`config.mk`:
```
export PLATFORM = sky130hd
export DESIGN_NAME = dual_port_mux_ram
export DESIGN_NICKNAME = d
export VERILOG_FILES = /design/src/rtl/dpram_pkg.sv /design/src/rtl/dpram_sync.sv /design/src/rtl/dpram_port.sv /design/src/rtl/dpram_mem.sv /design/src/rtl/dual_port_mux_ram.sv
export SDC_FILE = /design/constraint.sdc
export NUM_CORES = 2
export LEC_CHECK = 0
export BUFFER_PORTS_ARGS = -buffer_cell sky130_fd_sc_hd__buf_4
export CAP_MARGIN = 0
export CORE_UTILIZATION = 35
export CTS_CLUSTER_DIAMETER = 30
export DETAILED_ROUTE_END_ITERATION = 7
export PLACE_DENSITY = 0.46
export SLEW_MARGIN = 10
export SYNTH_ARGS = -nofsm -noshare
export SYNTH_HDL_FRONTEND = slang
export SYNTH_HIERARCHICAL = 1
export SYNTH_SLANG_ARGS = --single-unit
```
`constraint.sdc`:
```
create_clock -name clk -period 7.4 [get_ports clk]
set_input_delay 1.48 -clock clk [delete_from_list [all_inputs] [get_ports clk]]
set_output_delay 1.48 -clock clk [all_outputs]
set_load 0.01 [all_outputs]
```
`src/rtl/dpram_pkg.sv`:
```
package dpram_pkg;
    parameter int BUS_W       = 8;
    parameter int SYNC_STAGES = 2;
    parameter int NUM_PORTS   = 2;
    localparam int DEPTH      = 1 << BUS_W;

    typedef logic [BUS_W-1:0] word_t;

    typedef struct packed {
        logic sel_n;
        logic wr_n;
        logic rd_n;
    } strobe_t;

    typedef struct packed {
        logic  valid;
        word_t addr;
        word_t data;
    } wr_req_t;

    function automatic logic in_write(strobe_t s);
        return !s.sel_n && !s.wr_n;
    endfunction

    function automatic logic in_read(strobe_t s);
        return !s.sel_n && !s.rd_n && s.wr_n;
    endfunction
endpackage

```
`src/rtl/dpram_sync.sv`:
```
module dpram_sync #(
    parameter int          W       = 3,
    parameter int          STAGES  = 2,
    parameter logic [W-1:0] RST_VAL = '1
) (
    input  logic         clk,
    input  logic         rst,
    input  logic [W-1:0] d,
    output logic [W-1:0] q
);
    logic [W-1:0] chain [STAGES];

    always_ff @(posedge clk) begin
        if (rst) begin
            for (int i = 0; i < STAGES; i++) chain[i] <= RST_VAL;
        end else begin
            chain[0] <= d;
            for (int i = 1; i < STAGES; i++) chain[i] <= chain[i-1];
        end
    end

    assign q = chain[STAGES-1];
endmodule

```
`src/rtl/dpram_port.sv`:
```
module dpram_port
    import dpram_pkg::*;
(
    input  logic    clk,
    input  logic    rst,
    input  strobe_t strobe_raw,
    input  word_t   bus_in,
    input  word_t   rd_word,
    output word_t   lat_addr,
    output wr_req_t wr,
    output word_t   bus_out,
    output logic    bus_oe
);
    strobe_t cur_s;
    strobe_t prev_s;
    logic    capture;
    logic    commit;
    word_t   addr_q;
    word_t   rd_q;
    logic    drive_q;

    dpram_sync #(.W($bits(strobe_t)), .STAGES(SYNC_STAGES), .RST_VAL('1)) sync_i (
        .clk (clk),
        .rst (rst),
        .d   (strobe_raw),
        .q   (cur_s)
    );

    assign capture = prev_s.sel_n && !cur_s.sel_n;
    assign commit  = in_write(prev_s) && !in_write(cur_s);

    always_ff @(posedge clk) begin
        if (rst) begin
            prev_s  <= '1;
            addr_q  <= '0;
            rd_q    <= '0;
            drive_q <= 1'b0;
        end else begin
            prev_s  <= cur_s;
            if (capture) addr_q <= bus_in;
            rd_q    <= rd_word;
            drive_q <= in_read(cur_s);
        end
    end

    assign lat_addr = addr_q;
    assign wr       = '{valid: commit, addr: addr_q, data: bus_in};
    assign bus_out  = rd_q;
    assign bus_oe   = drive_q;


    drive_vs_write_chk: assert property (@(posedge clk) disable iff (rst)
        commit |-> !bus_oe);


    addr_hold_chk: assert property (@(posedge clk) disable iff (rst)
        !capture |=> $stable(addr_q));


    read_end_chk: assert property (@(posedge clk) disable iff (rst)
        (!prev_s.sel_n && cur_s.sel_n) || (!prev_s.rd_n && cur_s.rd_n) |=> !bus_oe);
endmodule

```
`src/rtl/dpram_mem.sv`:
```
module dpram_mem
    import dpram_pkg::*;
(
    input  logic                     clk,
    input  logic                     rst,
    input  wr_req_t [NUM_PORTS-1:0]  wr,
    input  word_t   [NUM_PORTS-1:0]  rd_addr,
    output word_t   [NUM_PORTS-1:0]  rd_data
);
    word_t store [DEPTH];

    // lower port index is applied last and therefore wins a collision
    always_ff @(posedge clk) begin
        for (int p = NUM_PORTS - 1; p >= 0; p--) begin
            if (wr[p].valid) store[wr[p].addr] <= wr[p].data;
        end
    end

    for (genvar p = 0; p < NUM_PORTS; p++) begin : g_rd
        assign rd_data[p] = store[rd_addr[p]];
    end

    if (NUM_PORTS >= 2) begin : g_prio

        a_wins_chk: assert property (@(posedge clk) disable iff (rst)
            (wr[0].valid && wr[1].valid && wr[0].addr == wr[1].addr)
            |=> store[$past(wr[0].addr)] == $past(wr[0].data));

        b_lands_chk: assert property (@(posedge clk) disable iff (rst)
            (wr[1].valid && !(wr[0].valid && wr[0].addr == wr[1].addr))
            |=> store[$past(wr[1].addr)] == $past(wr[1].data));
    end
endmodule

```
`src/rtl/dual_port_mux_ram.sv`:
```
module dual_port_mux_ram
    import dpram_pkg::*;
(
    input  logic             clk,
    input  logic             rst,
    input  logic             a_en_n,
    input  logic             a_we_n,
    input  logic             a_oe_n,
    input  logic [BUS_W-1:0] a_bus_in,
    output logic [BUS_W-1:0] a_bus_out,
    output logic             a_bus_oe,
    input  logic             b_en_n,
    input  logic             b_we_n,
    input  logic             b_oe_n,
    input  logic [BUS_W-1:0] b_bus_in,
    output logic [BUS_W-1:0] b_bus_out,
    output logic             b_bus_oe
);
    strobe_t [NUM_PORTS-1:0] strobes;
    word_t   [NUM_PORTS-1:0] bus_in_v;
    word_t   [NUM_PORTS-1:0] bus_out_v;
    logic    [NUM_PORTS-1:0] bus_oe_v;
    word_t   [NUM_PORTS-1:0] addr_v;
    word_t   [NUM_PORTS-1:0] rd_v;
    wr_req_t [NUM_PORTS-1:0] wr_v;

    assign strobes[0]  = '{sel_n: a_en_n, wr_n: a_we_n, rd_n: a_oe_n};
    assign strobes[1]  = '{sel_n: b_en_n, wr_n: b_we_n, rd_n: b_oe_n};
    assign bus_in_v[0] = a_bus_in;
    assign bus_in_v[1] = b_bus_in;
    assign a_bus_out   = bus_out_v[0];
    assign a_bus_oe    = bus_oe_v[0];
    assign b_bus_out   = bus_out_v[1];
    assign b_bus_oe    = bus_oe_v[1];

    for (genvar p = 0; p < NUM_PORTS; p++) begin : g_port
        dpram_port port_i (
            .clk        (clk),
            .rst        (rst),
            .strobe_raw (strobes[p]),
            .bus_in     (bus_in_v[p]),
            .rd_word    (rd_v[p]),
            .lat_addr   (addr_v[p]),
            .wr         (wr_v[p]),
            .bus_out    (bus_out_v[p]),
            .bus_oe     (bus_oe_v[p])
        );
    end

    dpram_mem mem_i (
        .clk     (clk),
        .rst     (rst),
        .wr      (wr_v),
        .rd_addr (addr_v),
        .rd_data (rd_v)
    );
endmodule

```
### After elaboration in Yosys (flattened, before gate mapping)

Memory sizes are Yosys's and may differ from the RTL's. A register that Yosys moved wholly into a read port is not among the register bits.
Cells that the tools add are included.

| storage, ports and cells | value |
|---|---|
| input port bits | 24 |
| memories | 3 |
| register bits | 22 |
| logic and storage cells | 50 |
| memory bits (writable) | 2060 |

| operators by class | value |
|---|---|
| bitwise gates (word level) | 4 |
| muxes and demuxes | 11 |
| reductions and logical operators | 24 |

Memories:

| name | words | bits a word | rd ports | clocked after Yosys merged registers in | write ports | line | text |
|---|---|---|---|---|---|---|---|
| mem_i.store | 256 | 8 | 2 | 2 | 2 | dpram_mem.sv:10 | `word_t store [DEPTH];` |
| g_port[0].port_i.sync_i.chain | 2 | 3 | 2 | 0 | 2 | dpram_sync.sv:11 | `logic [W-1:0] chain [STAGES];` |
| g_port[1].port_i.sync_i.chain | 2 | 3 | 2 | 0 | 2 | dpram_sync.sv:11 |  |

Operator list:

| kind | count |
|---|---|
| logical AND 1 bit | 12 |
| logical NOT 1 bit | 12 |
| 2-to-1 mux 3 bit | 4 |
| 2-to-1 mux 1 bit | 7 |
| bitwise OR 1 bit | 4 |

### Depth between registers and ports, before layout

| depth | value |
|---|---|
| depth after elaboration | 6 |
| depth in mapped cells | 13 |
| mapped depth without buffers | 8 |

### Modules after synthesis

The synthesis kept the hierarchy.

By module, submodules not included:

| module | times used | area each (µm²) | sequential area each (µm²) | cells each |
|---|---|---|---|---|
| dpram_mem | 1 | 122995.5 | 61499.0 | 8032 |
| dpram_port | 2 | 823.3 | 380.4 | 77 |
| dpram_sync | 2 | 180.2 | 120.1 | 15 |

### Worst setup path before layout

Ideal clock, no wire load.

| timing path | value |
|---|---|
| path kind | register -> register |
| start point | memory g_port[0].port_i.sync_i.chain[1][2] (netlist: g_port[0].port_i/sync_i/chain[0][5]) |
| end point | memory mem_i/store[115][0] (netlist bit), enable pin |
| stages on the path, launching flop included | 12 |
| setup time | 0.376 ns |
| buffers on the path | 5 |
| arrival time | 2.453 ns |
| clock period less this slack | 2.829 ns |
| required time | 7.024 ns |
| setup slack | 4.571 ns |
| cells stage by stage | dfxtp_1 > buf_4 > buf_2 > nor2_1 > nor3_1 > buf_4 > or3b_2 > inv_1 > nand3_1 > buf_1 > clkbuf_1 > o22ai_1 |

RTL lines:

| what | line |
|---|---|
| start, declared | dpram_sync.sv:11 |
| end, declared | dpram_mem.sv:10 |

==> results.cfg <==
[route]
routed-via-count = 86400
remaining_drc_errors = 24
antenna_left = 0
wl_mm = 541
viasPerCell = 6.44
first_pass_iters = 8
wl_per_cell_microns = 40.3
first_iter_violations = 10300

[pwr]
p_clk_share_pct = 62.2
net-switching-power_mw = 9.69
p_int_mw = 31.8
p_leak_nw = 46.5
p_comb_share_pct = 6.1
total_power_mw = 41.5
seqPwrFrac_pct = 31.7
switching_share_pct = 23.4
power_density_nw_per_um2 = 277
irDropWorstVdd_v = 0.000221

[status]
violations = design-rule violations
status = finished, violations left

[grt]
grt.overflow.total = 0
grt_pass1_vias = 85500
grt_max_degree = 139
grt_pass1_wl_mm = 734
antenna_found_initial = 38
globalRouteTotalUtil_pct = 29.3

[synthesis]
ys_seq_elements = 2098
async_flop_share_pct = 0
ys_warn_count = 6
synth_top_area_share_pct = 49.2
syn_area_sq_um = 125000
synth_simple_gate_area_share_pct = 3.13
synth_top_area_cell = edfxtp_1
synthAdderAreaFrac_pct = 0
synth_cell_type_count = 71
synthCells = 8216
seq_area_frac_synth_pct = 50.0
synth_nets = 8240
synth-xor-area-share_pct = 0
synth_top_family_by_area = multiplexers
muxShareOfSynthArea_pct = 36.9
synth_compound_area_share_pct = 5.84
synth.most_common_cell = mux2_2
synth_ff_type = edfxtp_1
yosys-top-cells-count = 2070 x mux2_2, 2048 x edfxtp_1, 870 x mux4_2
synth_edf_count = 2048
netlist_top_cells_area = edfxtp_1 49%, mux2_2 19%, mux4_2 16%, mux2i_1 2.3%, clkbuf_1 1.9%
syn_avg_cell_area_sq_um = 15.2

[critical_path]
worstSetupEndpointType = register
r2r-end = g_port[0].port_i/bus_out[4]$_SDFF_PP0_
start_kind = register
r2r_start = g_port[0].port_i/lat_addr[0]$_SDFFE_PP0P_
crit_slowest_cell = dfxtp_4
critPathLaunch = g_port[0].port_i/lat_addr[0]$_SDFFE_PP0P_
regToRegSetupSlack_ps = 1780
slowest_delay_ps = 870
critPathArrivalTime_ps = 6510
path_class = reg2reg
crit_fanout = 52
cp_cell_sequence = buf_12 > buf_4 > mux4_2 > a22o_1 > a221oi_1 > o22ai_1 > o22ai_1 > nor3_1 > nor2b_1
r2r_cells = 9
cp.required_ps = 8290
cp_common_cell = o22ai_1

[clock_tree]
cts-root-buf = clkbuf_16
clk_latency_ps = 1040
cts_tree = built
cts_resized = 0
numCtsBuffers = 593
clkSinkCount = 2098
postCtsSetupBuffers = 0
cts_hold_buffers = 0
clkTransAtPathRegs_ps = 50
htree_levels = 6
cts_max_path_buffers = 4

[placed_design]
portBuffers = 41
gp_congestion = 0.905
place_inst = 12300
place_hpwl_mm = 337

[die]
die_area_sq_um = 360000
ios = 42
core_sq_um = 356000
chipWidth_microns = 600
start_util_pct = 35.1
core.rowCount = 219
die_y_microns = 600

[sta]
skew_ps = 62.4
finalCritPeriodShare_pct = 75.9
setup_tns_ps = 0
period_minus_slack_ps = 5620
tightest_slew_ps = 1360
finalHoldViolations = 0
setup_violations = 0
slew_headroom_pct = 9.10
whs_ps = 391
max_freq_mhz = 178
rsz0062_at_grt = false
maxSlewViolCount = 0

[worst_hold_path]
hold_end = g_port[1].port_i/bus_oe$_SDFF_PP0_
hold_depth = 1
hold_path.class = reg2reg
min_from = g_port[1].port_i/sync_i/chain[0][3]$_SDFF_PP1_

[cells_and_area]
seq_area_sq_um = 62500
nNetsFinal = 8173
multi_input_area_sq_um = 57700
instances_no_fill = 13400
fillerInstances = 32400
drive_above_1_share_pct = 49.8
syn2layout_area_growth_pct = 19.6

[job]
drv_cap = 0
-- worst max path at each step --
stage | end | slack [ps]
finish | g_port[0].port_i/bus_out[4]$_SDFF_PP0_ | 1780
global route | g_port[0].port_i/bus_out[4]$_SDFF_PP0_ | 1750
CTS | g_port[0].port_i/bus_out[4]$_SDFF_PP0_ | 1900
detailed placement | g_port[0].port_i/bus_out[4]$_SDFF_PP0_ | 1900
global placement | g_port[0].port_i/bus_out[0]$_SDFF_PP0_ | 1690
floorplan | mem_i/store[115][0]$_DFFE_PP_ | 4570
-- flip-flops by register name, summed over array words and instances (netlist names) --
signal	flops
g_port.port_i/lat_addr	16
g_port.port_i/prev_s	4
g_port.port_i/sync_i/chain	12
mem_i/store	2048
g_port.port_i/bus_oe	2
g_port.port_i/bus_out	16
-- critical path, delay by kind of cell (launching register included) --
| kind | cells | cell delay [ps] |
|---|---|---|
| compound gates | 4 | 2380 |
| buf+inv | 2 | 1130 |
| flops | 1 | 870 |
| mux | 1 | 580 |
| simple gates | 2 | 270 |
-- per-layer routing --
layer / vias to the layer above / part of all wire, % / track usage [%]
met5: - / 0.029 / 0
met1: 46500 / 41 / 38.9
li1: 33800 / - / -
met2: 4996 / 45 / 45.2
met3: 1113 / 8.9 / 7.00
met4: 24 / 5.1 / 13.9
-- layout by cell type, fill, tap and decap left out, types with 75 or more instances in the layout --
| cell | count |
|---|---|
| clkbuf_16 | 601 |
| a22oi_1 | 178 |
| nor2_1 | 234 |
| o21ai_0 | 141 |
| mux2i_1 | 288 |
| clkinv_2 | 101 |
| o221ai_1 | 77 |
| clkinv_1 | 97 |
| a221oi_1 | 82 |
| clkbuf_1 | 99 |
| a21oi_1 | 153 |
| bufinv_16 | 83 |
| mux2_2 | 2070 |
| buf_4 | 270 |
| o22ai_1 | 220 |
| nand2_1 | 201 |
| edfxtp_1 | 2048 |
| mux4_2 | 870 |
| a22o_1 | 75 |
-- kinds of logic after synthesis --
logic type,after synthesis
buf+inv,1000
mux,3240
flops,2098
compound gates,1074
simple gates,804
-- stage by stage --
step | util [%] | worst slack [ps] | instance area (sq um)
2_1_floorplan | - | 4570 | 125000
3_3_place_gp | 36.3 | 1690 | 129000
3_5_place_dp | 36.3 | 1900 | 129000
4_1_cts | 42.0 | 1900 | 149000
5_1_grt | 42.0 | 1750 | 149000
6_report | 42.0 | 1780 | 150000
-- final cells by class --
type | instances | share of cell area, %
diodes | 23 | 0.0385
clock buffers | 707 | 10.4
clock inverters | 379 | 3.10
inverters | 8 | 0.0201
multi-input cells | 5118 | 38.6
flip-flops and latches | 2098 | 41.8
well taps | 4751 | 3.98
repair buffers | 330 | 2.07
-- power groups by stage --
stage,Clock (mW),Sequential (mW),Combinational [mW]
final,25.8,13.2,2.53
after global routing,26.7,13.1,2.58
after CTS,26.0,13.1,2.48
after detailed placement,0,13.3,2.47
after global placement,0,13.3,2.45
after floorplan,0,13.3,1.54
Power figures use the tool's default switching activity.
